[src/rtl/coinc_pkg.sv]
// Package: shared types for the coincidence trigger.
// Assumes: shape mode is a single select bit.
package coinc_pkg;

    // Pulse-shape mode; the value sets the veto delay
    typedef enum logic {
        SHAPE_ONE_BIN   = 1'b0,
        SHAPE_THREE_BIN = 1'b1
    } shape_e;

endpackage

[src/rtl/bin_align.sv]
// Module: bin_align
// Delays each time-bin input by (N_BINS-1-i) cycles so that all bins of
// one event meet in the cycle when the last bin arrives, then ANDs them.
// Assumes: bin N_BINS-1 is the latest bin and needs no delay.
module bin_align #(
    parameter int N_BINS = 4
) (
    input  logic              clk,
    input  logic              rst_n,
    input  logic [N_BINS-1:0] sub_trig,
    output logic              coinc
);

    logic [N_BINS-1:0] aligned;

    for (genvar i = 0; i < N_BINS; i++) begin : g_bin
        localparam int DEPTH = N_BINS - 1 - i;
        if (DEPTH == 0) begin : g_direct
            assign aligned[i] = sub_trig[i];
        end else begin : g_delay
            logic [DEPTH-1:0] line;

            // shift this bin's bit down its own delay line
            always_ff @(posedge clk) begin
                if (!rst_n) begin
                    line <= '0;
                end else begin
                    line[0] <= sub_trig[i];
                    for (int k = 1; k < DEPTH; k++) begin
                        line[k] <= line[k-1];
                    end
                end
            end

            assign aligned[i] = line[DEPTH-1];
        end
    end

    // coincidence of all aligned bins
    always_comb begin
        coinc = &aligned;
    end

endmodule

[src/rtl/veto_path.sv]
// Module: veto_path
// Compares the baseline-corrected amplitude with a threshold and delays
// the pass/fail decision by a mode-dependent number of cycles. A change
// of mode clears the history, and the veto then blocks until it refills.
// Assumes: 1 <= DLY_ONE, DLY_THREE; baseline is static between events.
module veto_path
    import coinc_pkg::*;
#(
    parameter int ADC_W     = 12,
    parameter int DLY_ONE   = 3,
    parameter int DLY_THREE = 1
) (
    input  logic             clk,
    input  logic             rst_n,
    input  logic [ADC_W-1:0] adc_amp,
    input  logic [ADC_W-1:0] baseline,
    input  logic [ADC_W-1:0] veto_thr,
    input  logic             shape_sel,
    output logic             veto_pass
);

    localparam int MAX_DLY = (DLY_ONE > DLY_THREE) ? DLY_ONE : DLY_THREE;

    logic [ADC_W:0]   diff;
    logic             amp_ok;
    logic             mode_q;
    logic             flush;
    logic             tap;
    logic [MAX_DLY-1:0] hist;

    // baseline subtraction with a borrow bit, then threshold compare
    always_comb begin
        diff   = {1'b0, adc_amp} - {1'b0, baseline};
        amp_ok = !diff[ADC_W] && (diff[ADC_W-1:0] >= veto_thr);
    end

    // remember the mode used at the previous edge
    always_ff @(posedge clk) begin
        if (!rst_n) begin
            mode_q <= SHAPE_ONE_BIN;
        end else begin
            mode_q <= shape_sel;
        end
    end

    // a mode change is seen when the select differs from the stored mode
    always_comb begin
        flush = (shape_sel != mode_q);
    end

    // history of pass/fail decisions; cleared on a mode change
    always_ff @(posedge clk) begin
        if (!rst_n || flush) begin
            hist <= '0;
        end else begin
            hist[0] <= amp_ok;
            for (int k = 1; k < MAX_DLY; k++) begin
                hist[k] <= hist[k-1];
            end
        end
    end

    // pick the stage that matches the current shape mode
    always_comb begin
        if (shape_sel == SHAPE_THREE_BIN) begin
            tap = hist[DLY_THREE-1];
        end else begin
            tap = hist[DLY_ONE-1];
        end
        veto_pass = tap && !flush;
    end


    flush_blocks_next_chk: assert property (@(posedge clk) disable iff (!rst_n)
        flush |=> !veto_pass);


    below_base_fails_chk: assert property (@(posedge clk) disable iff (!rst_n)
        (adc_amp < baseline) |=> !hist[0]);

endmodule

[src/rtl/holdoff_gate.sv]
// Module: holdoff_gate
// Registers the final trigger and blocks new triggers for HOLDOFF cycles
// after each one.
// Assumes: coinc and veto_pass are valid in the same cycle.
module holdoff_gate #(
    parameter int HOLDOFF = 4
) (
    input  logic clk,
    input  logic rst_n,
    input  logic coinc,
    input  logic veto_pass,
    output logic fire
);

    localparam int CW = $clog2(HOLDOFF + 1);
    localparam int SW = $clog2(HOLDOFF + 2);

    logic [CW-1:0] hold_cnt;
    logic          allow;

    // new triggers allowed only when the hold-off has run out
    always_comb begin
        allow = (hold_cnt == '0);
    end

    // output register and hold-off countdown
    always_ff @(posedge clk) begin
        if (!rst_n) begin
            fire     <= 1'b0;
            hold_cnt <= '0;
        end else begin
            fire <= coinc && veto_pass && allow;
            if (coinc && veto_pass && allow) begin
                hold_cnt <= CW'(HOLDOFF);
            end else if (!allow) begin
                hold_cnt <= hold_cnt - 1'b1;
            end
        end
    end

    // checker: cycles elapsed since the last trigger, saturating
    logic [SW-1:0] since_fire;
    always_ff @(posedge clk) begin
        if (!rst_n) begin
            since_fire <= SW'(HOLDOFF + 1);
        end else if (fire) begin
            since_fire <= SW'(1);
        end else if (since_fire <= SW'(HOLDOFF)) begin
            since_fire <= since_fire + 1'b1;
        end
    end


    holdoff_quiet_chk: assert property (@(posedge clk) disable iff (!rst_n)
        (since_fire >= SW'(1) && since_fire <= SW'(HOLDOFF)) |-> !fire);

endmodule

[src/rtl/coinc_trigger.sv]
// Module: coinc_trigger (top)
// Aligns per-bin sub-triggers, gates their coincidence with a delayed
// amplitude veto and emits a one-cycle trigger with a hold-off.
// Assumes: bin 0 is the earliest bin; baseline and threshold are quasi-static.
module coinc_trigger #(
    parameter int N_BINS    = 4,
    parameter int ADC_W     = 12,
    parameter int DLY_ONE   = 3,
    parameter int DLY_THREE = 1,
    parameter int HOLDOFF   = 4
) (
    input  logic              clk,
    input  logic              rst_n,
    input  logic [N_BINS-1:0] sub_trig,
    input  logic [ADC_W-1:0]  adc_amp,
    input  logic [ADC_W-1:0]  baseline,
    input  logic [ADC_W-1:0]  veto_thr,
    input  logic              shape_sel,
    output logic              fire
);

    logic coinc;
    logic veto_pass;

    bin_align #(
        .N_BINS (N_BINS)
    ) u_align (
        .clk      (clk),
        .rst_n    (rst_n),
        .sub_trig (sub_trig),
        .coinc    (coinc)
    );

    veto_path #(
        .ADC_W     (ADC_W),
        .DLY_ONE   (DLY_ONE),
        .DLY_THREE (DLY_THREE)
    ) u_veto (
        .clk       (clk),
        .rst_n     (rst_n),
        .adc_amp   (adc_amp),
        .baseline  (baseline),
        .veto_thr  (veto_thr),
        .shape_sel (shape_sel),
        .veto_pass (veto_pass)
    );

    holdoff_gate #(
        .HOLDOFF (HOLDOFF)
    ) u_hold (
        .clk       (clk),
        .rst_n     (rst_n),
        .coinc     (coinc),
        .veto_pass (veto_pass),
        .fire      (fire)
    );


    fire_needs_coinc_chk: assert property (@(posedge clk) disable iff (!rst_n)
        fire |-> $past(coinc));


    fire_needs_veto_chk: assert property (@(posedge clk) disable iff (!rst_n)
        fire |-> $past(veto_pass));


    single_cycle_chk: assert property (@(posedge clk) disable iff (!rst_n)
        fire |=> !fire);

endmodule

[config.mk]
export PLATFORM = sky130hd
export DESIGN_NAME = coinc_trigger
export DESIGN_NICKNAME = d
export VERILOG_FILES = /design/src/rtl/coinc_pkg.sv /design/src/rtl/bin_align.sv /design/src/rtl/veto_path.sv /design/src/rtl/holdoff_gate.sv /design/src/rtl/coinc_trigger.sv
export SDC_FILE = /design/constraint.sdc
export NUM_CORES = 1
export LEC_CHECK = 0
export ABC_AREA = 1
export CELL_PAD_IN_SITES_DETAIL_PLACEMENT = 0
export CELL_PAD_IN_SITES_GLOBAL_PLACEMENT = 2
export CORE_AREA = 8 8 88 90
export CTS_CLUSTER_SIZE = 14
export DETAILED_ROUTE_END_ITERATION = 10
export DIE_AREA = 0 0 96 98
export GPL_TIMING_DRIVEN = 1
export PLACE_DENSITY = 0.88
export SYNTH_ARGS = -nofsm -noshare
export SYNTH_HDL_FRONTEND = slang
export SYNTH_SLANG_ARGS = --single-unit
[constraint.sdc]
create_clock -name clk -period 2.8 [get_ports clk]
set_input_delay 0.28 -clock clk [delete_from_list [all_inputs] [get_ports clk]]
set_output_delay 0.28 -clock clk [all_outputs]
set_load 0.05 [all_outputs]
==> impl_metrics.xml <==
<?xml version="1.0" encoding="UTF-8"?>
<metrics>
  <group name="clocking">
    <metric name="cts_made_buffers" unit="">3</metric>
    <metric name="clk_pin_slew" unit="ns">0.06</metric>
    <metric name="cts_hold_buf" unit="">0</metric>
    <metric name="cts.sink_count" unit="">14</metric>
    <metric name="post_cts_resize_count" unit="">0</metric>
    <metric name="tritoncts_clock_tree" unit="">yes</metric>
    <metric name="post_cts_buffers" unit="">0</metric>
    <metric name="cts_h_tree_depth" unit="">1</metric>
    <metric name="ctsRootBufferMaster" unit="">sky130_fd_sc_hd__clkbuf_8</metric>
    <metric name="clock_tree.buffer_depth" unit="">2</metric>
    <metric name="worstSkewPairLatency" unit="ns">0.24</metric>
  </group>
  <group name="timing">
    <metric name="tightest_slew" unit="ns">0.4929</metric>
    <metric name="maxClockFrequency" unit="GHz">0.4010</metric>
    <metric name="layout_min_cycle_time" unit="ns">2.494</metric>
    <metric name="rsz_0062_raised_after_global_routing" unit="">no</metric>
    <metric name="slew_headroom" unit="">0.6704</metric>
    <metric name="hold_violations" unit="">0</metric>
    <metric name="post-route-period-util" unit="">0.8906</metric>
    <metric name="setup_violations" unit="">0</metric>
    <metric name="timing.setup.tns" unit="ns">0</metric>
    <metric name="worst_clk_skew" unit="ns">0.004296</metric>
    <metric name="whs" unit="ns">0.4114</metric>
    <metric name="maxSlewViolCount" unit="">0</metric>
  </group>
  <group name="place">
    <metric name="gp_congestion" unit="">0.7221</metric>
    <metric name="dp.cells" unit="">371</metric>
    <metric name="port-buffer-count" unit="">43</metric>
    <metric name="placedInstanceArea" unit="µm²">2079</metric>
    <metric name="dp_hpwl" unit="mm">3.144</metric>
  </group>
  <group name="floorplanning">
    <metric name="dieHeight" unit="µm">98</metric>
    <metric name="coreArea" unit="µm²">6494</metric>
    <metric name="floorplan.die.width" unit="µm">96</metric>
    <metric name="io-pin-count" unit="">44</metric>
    <metric name="initial_core_util" unit="">0.2393</metric>
    <metric name="dieArea" unit="µm²">9408</metric>
    <metric name="floorplan.rows" unit="">30</metric>
  </group>
  <group name="layout">
    <metric name="final_layout_size_suffix_gt1_frac" unit="">0.05763</metric>
    <metric name="antenna_cells" unit="">0</metric>
    <metric name="syn_to_final_growth" unit="%">37.36</metric>
    <metric name="design_area" unit="µm²">2135</metric>
    <metric name="finish.cell_count_without_fillers" unit="">375</metric>
    <metric name="finalNetCount" unit="">366</metric>
    <metric name="filler_cell_count" unit="">732</metric>
  </group>
  <group name="route">
    <metric name="detail_route.wirelength" unit="mm">3.378</metric>
    <metric name="drtAntennaViolNets" unit="">0</metric>
    <metric name="post_drt_via_cell_ratio" unit="">3.963</metric>
    <metric name="vias" unit="">1486</metric>
    <metric name="drt_iter0_markers" unit="">12</metric>
    <metric name="route.detailed.drc" unit="">0</metric>
    <metric name="drt_pre_antenna_iters" unit="">4</metric>
    <metric name="drt-wirelength-per-cell" unit="µm">9.008</metric>
  </group>
  <group name="synth">
    <metric name="postSynthRegisterBits" unit="">14</metric>
    <metric name="synth_adder_area_share" unit="">0.2222</metric>
    <metric name="synth.yosys.seq_area_share" unit="">0.1804</metric>
    <metric name="yosys-top-cells-area" unit="">sky130_fd_sc_hd__ha_1, sky130_fd_sc_hd__dfxtp_1, sky130_fd_sc_hd__nand2_1</metric>
    <metric name="edff_count_synth" unit="">0</metric>
    <metric name="netlist_top_cells_count" unit="">sky130_fd_sc_hd__nand2_1, sky130_fd_sc_hd__inv_1, sky130_fd_sc_hd__ha_1</metric>
    <metric name="main_combinational_cell_family_by_area_after_synthesis" unit="">simple AND/OR/NAND/NOR gates</metric>
    <metric name="yosys_warnings" unit="">0</metric>
    <metric name="yosys.cell_count.top_type" unit="">sky130_fd_sc_hd__nand2_1</metric>
    <metric name="syn_inst" unit="">249</metric>
    <metric name="syn-cell-area" unit="µm²">1554</metric>
    <metric name="synth.distinct_cells" unit="">22</metric>
    <metric name="synthArstFlopShare" unit="">0</metric>
    <metric name="synthXorXnorAreaFrac" unit="">0.05072</metric>
    <metric name="netlist.area_leader.share" unit="">0.2093</metric>
    <metric name="mappedNetlistNets" unit="">319</metric>
    <metric name="synth_mux_area_frac" unit="">0</metric>
    <metric name="synth_top_flop_cell" unit="">sky130_fd_sc_hd__dfxtp_1</metric>
    <metric name="synth_compound_area_frac" unit="">0.06602</metric>
    <metric name="synthSimpleGateAreaFrac" unit="">0.3229</metric>
    <metric name="cell_type_contributing_the_most_total_cell_area_after_synthesis" unit="">sky130_fd_sc_hd__ha_1</metric>
    <metric name="syn_area_per_cell" unit="µm²">6.241</metric>
  </group>
  <group name="global_routing">
    <metric name="grt_max_degree" unit="">10</metric>
    <metric name="gr-usage-all-layers" unit="">0.07649</metric>
    <metric name="first_global_vias" unit="">1512</metric>
    <metric name="grt_antenna_before_repair" unit="">0</metric>
    <metric name="grt_overflow" unit="">0</metric>
    <metric name="wire_length_of_the_first_global_routing_pass" unit="mm">5.934</metric>
  </group>
  <group name="critical_path">
    <metric name="critPathLaunchType" unit="">input pin</metric>
    <metric name="crit_type" unit="">in -&gt; reg</metric>
    <metric name="worst_ep_arrival_time" unit="ns">2.63</metric>
    <metric name="minimum_setup_slack_among_reg_to_reg_paths" unit="ns">1.64</metric>
    <metric name="worst_setup_path_end_kind" unit="">register</metric>
    <metric name="worstPathMaxFanout" unit="">4</metric>
    <metric name="timing.critical_path.required" unit="ns">2.94</metric>
  </group>
  <group name="outcome">
    <metric name="status" unit="">finished, final reports clean</metric>
  </group>
  <group name="power">
    <metric name="pleak" unit="nW">1.155</metric>
    <metric name="power" unit="mW">0.8351</metric>
    <metric name="ir_worst_vdd" unit="mV">0.2844</metric>
    <metric name="power-per-cell-area" unit="nW/µm²">391.2</metric>
  </group>
  <group name="job">
    <metric name="cap_viol_max_count" unit="">0</metric>
  </group>
  <group name="hold_path">
    <metric name="path_type_of_the_worst_min_delay_path" unit="">reg -&gt; reg</metric>
  </group>
</metrics>
==> area by class of cell <==
cell class / instances / area [µm²] / area share
sequential: 14 / 280.3 / 0.1313
timing repair buffer: 43 / 430.4 / 0.2016
tap: 80 / 100.1 / 0.04689
inverter: 64 / 240.2 / 0.1125
multi-input combinational: 170 / 1028 / 0.4818
clock buffer: 4 / 55.05 / 0.02579
==> power breakdown <==
part	leakage, nW	switching, mW	internal (mW)	total [mW]
clock	0.0288	0.0663	0.124	0.191
sequential	0.115	0.00889	0.224	0.233
combinational	1.01	0.216	0.196	0.412
total	1.15	0.291	0.544	0.835
==> cell families after synthesis <==
family                   count (synthesis)
buffers and inverters                   65
adder cells (fa/ha/maj)                 27
flip-flops                              14
AND/OR/NAND/NOR                        116
XOR/XNOR                                 9
AO/OA/AOI/OAI                           18
==> placed cells by master, fill, tap and decap left out, types with 2 or more instances in the layout <==
cell / instances
sky130_fd_sc_hd__a21o_1: 2
sky130_fd_sc_hd__a21oi_1: 13
sky130_fd_sc_hd__clkbuf_8: 4
sky130_fd_sc_hd__clkdlybuf4s50_1: 43
sky130_fd_sc_hd__dfxtp_1: 14
sky130_fd_sc_hd__ha_1: 26
sky130_fd_sc_hd__inv_1: 63
sky130_fd_sc_hd__nand2_1: 67
sky130_fd_sc_hd__nand2_2: 4
sky130_fd_sc_hd__nand3_1: 10
sky130_fd_sc_hd__nand4_1: 4
sky130_fd_sc_hd__nor2_1: 22
sky130_fd_sc_hd__nor2_2: 5
sky130_fd_sc_hd__nor2_4: 2
sky130_fd_sc_hd__xnor2_1: 5
sky130_fd_sc_hd__xor2_1: 4
==> worst paths after layout <==
| check | start | end | cells after the start |
|---|---|---|---|
| max reg2reg | u_hold.hold_cnt[0] | u_hold.hold_cnt[1] | 7 |
| min | u_align.g_bin[0].g_delay.line[1] | u_align.g_bin[0].g_delay.line[2] | 2 |
| max | adc_amp[0] | u_veto.hist[0] | 17 |
| min reg2reg | u_align.g_bin[0].g_delay.line[1] | u_align.g_bin[0].g_delay.line[2] | 2 |
==> critical path: stages <==
cell	delay [ns]
sky130_fd_sc_hd__clkdlybuf4s50_1	0.46
sky130_fd_sc_hd__inv_1	0.04
sky130_fd_sc_hd__ha_1	0.21
sky130_fd_sc_hd__fa_1	0.45
sky130_fd_sc_hd__nor2_4	0.15
sky130_fd_sc_hd__nor2_4	0.05
sky130_fd_sc_hd__o21ai_2	0.12
sky130_fd_sc_hd__xor2_1	0.16
sky130_fd_sc_hd__ha_1	0.25
sky130_fd_sc_hd__nand2_1	0.08
sky130_fd_sc_hd__inv_1	0.04
sky130_fd_sc_hd__nand2_1	0.05
sky130_fd_sc_hd__nand2_1	0.04
sky130_fd_sc_hd__nand2_1	0.05
sky130_fd_sc_hd__nand2_1	0.05
sky130_fd_sc_hd__nor2_1	0.12
sky130_fd_sc_hd__nor2_2	0.05
==> registers in the layout, summed over array words and instances (netlist names) <==
register and flops:
u_align.g_bin.g_delay.line 6, u_veto.hist 3, u_veto.mode_q 1, u_hold.fire 1
u_hold.hold_cnt 3
==> layer usage <==
metal  wire length [µm]  GRT usage
met2               1750     0.1390
met1               1499    0.08774
met5                  0          0
met3                102   0.009210
met4                 26    0.02485
==> stage by stage <==
stage	util	setup WS (ns)
6_report	0.3287	0.3063
4_1_cts	0.3287	0.2865
2_1_floorplan	-	0.6125
3_3_place_gp	0.3202	0.06505
3_5_place_dp	0.3202	0.02392
5_1_grt	0.3287	0.08733
Note: power is estimated with default switching activity, not from simulation.
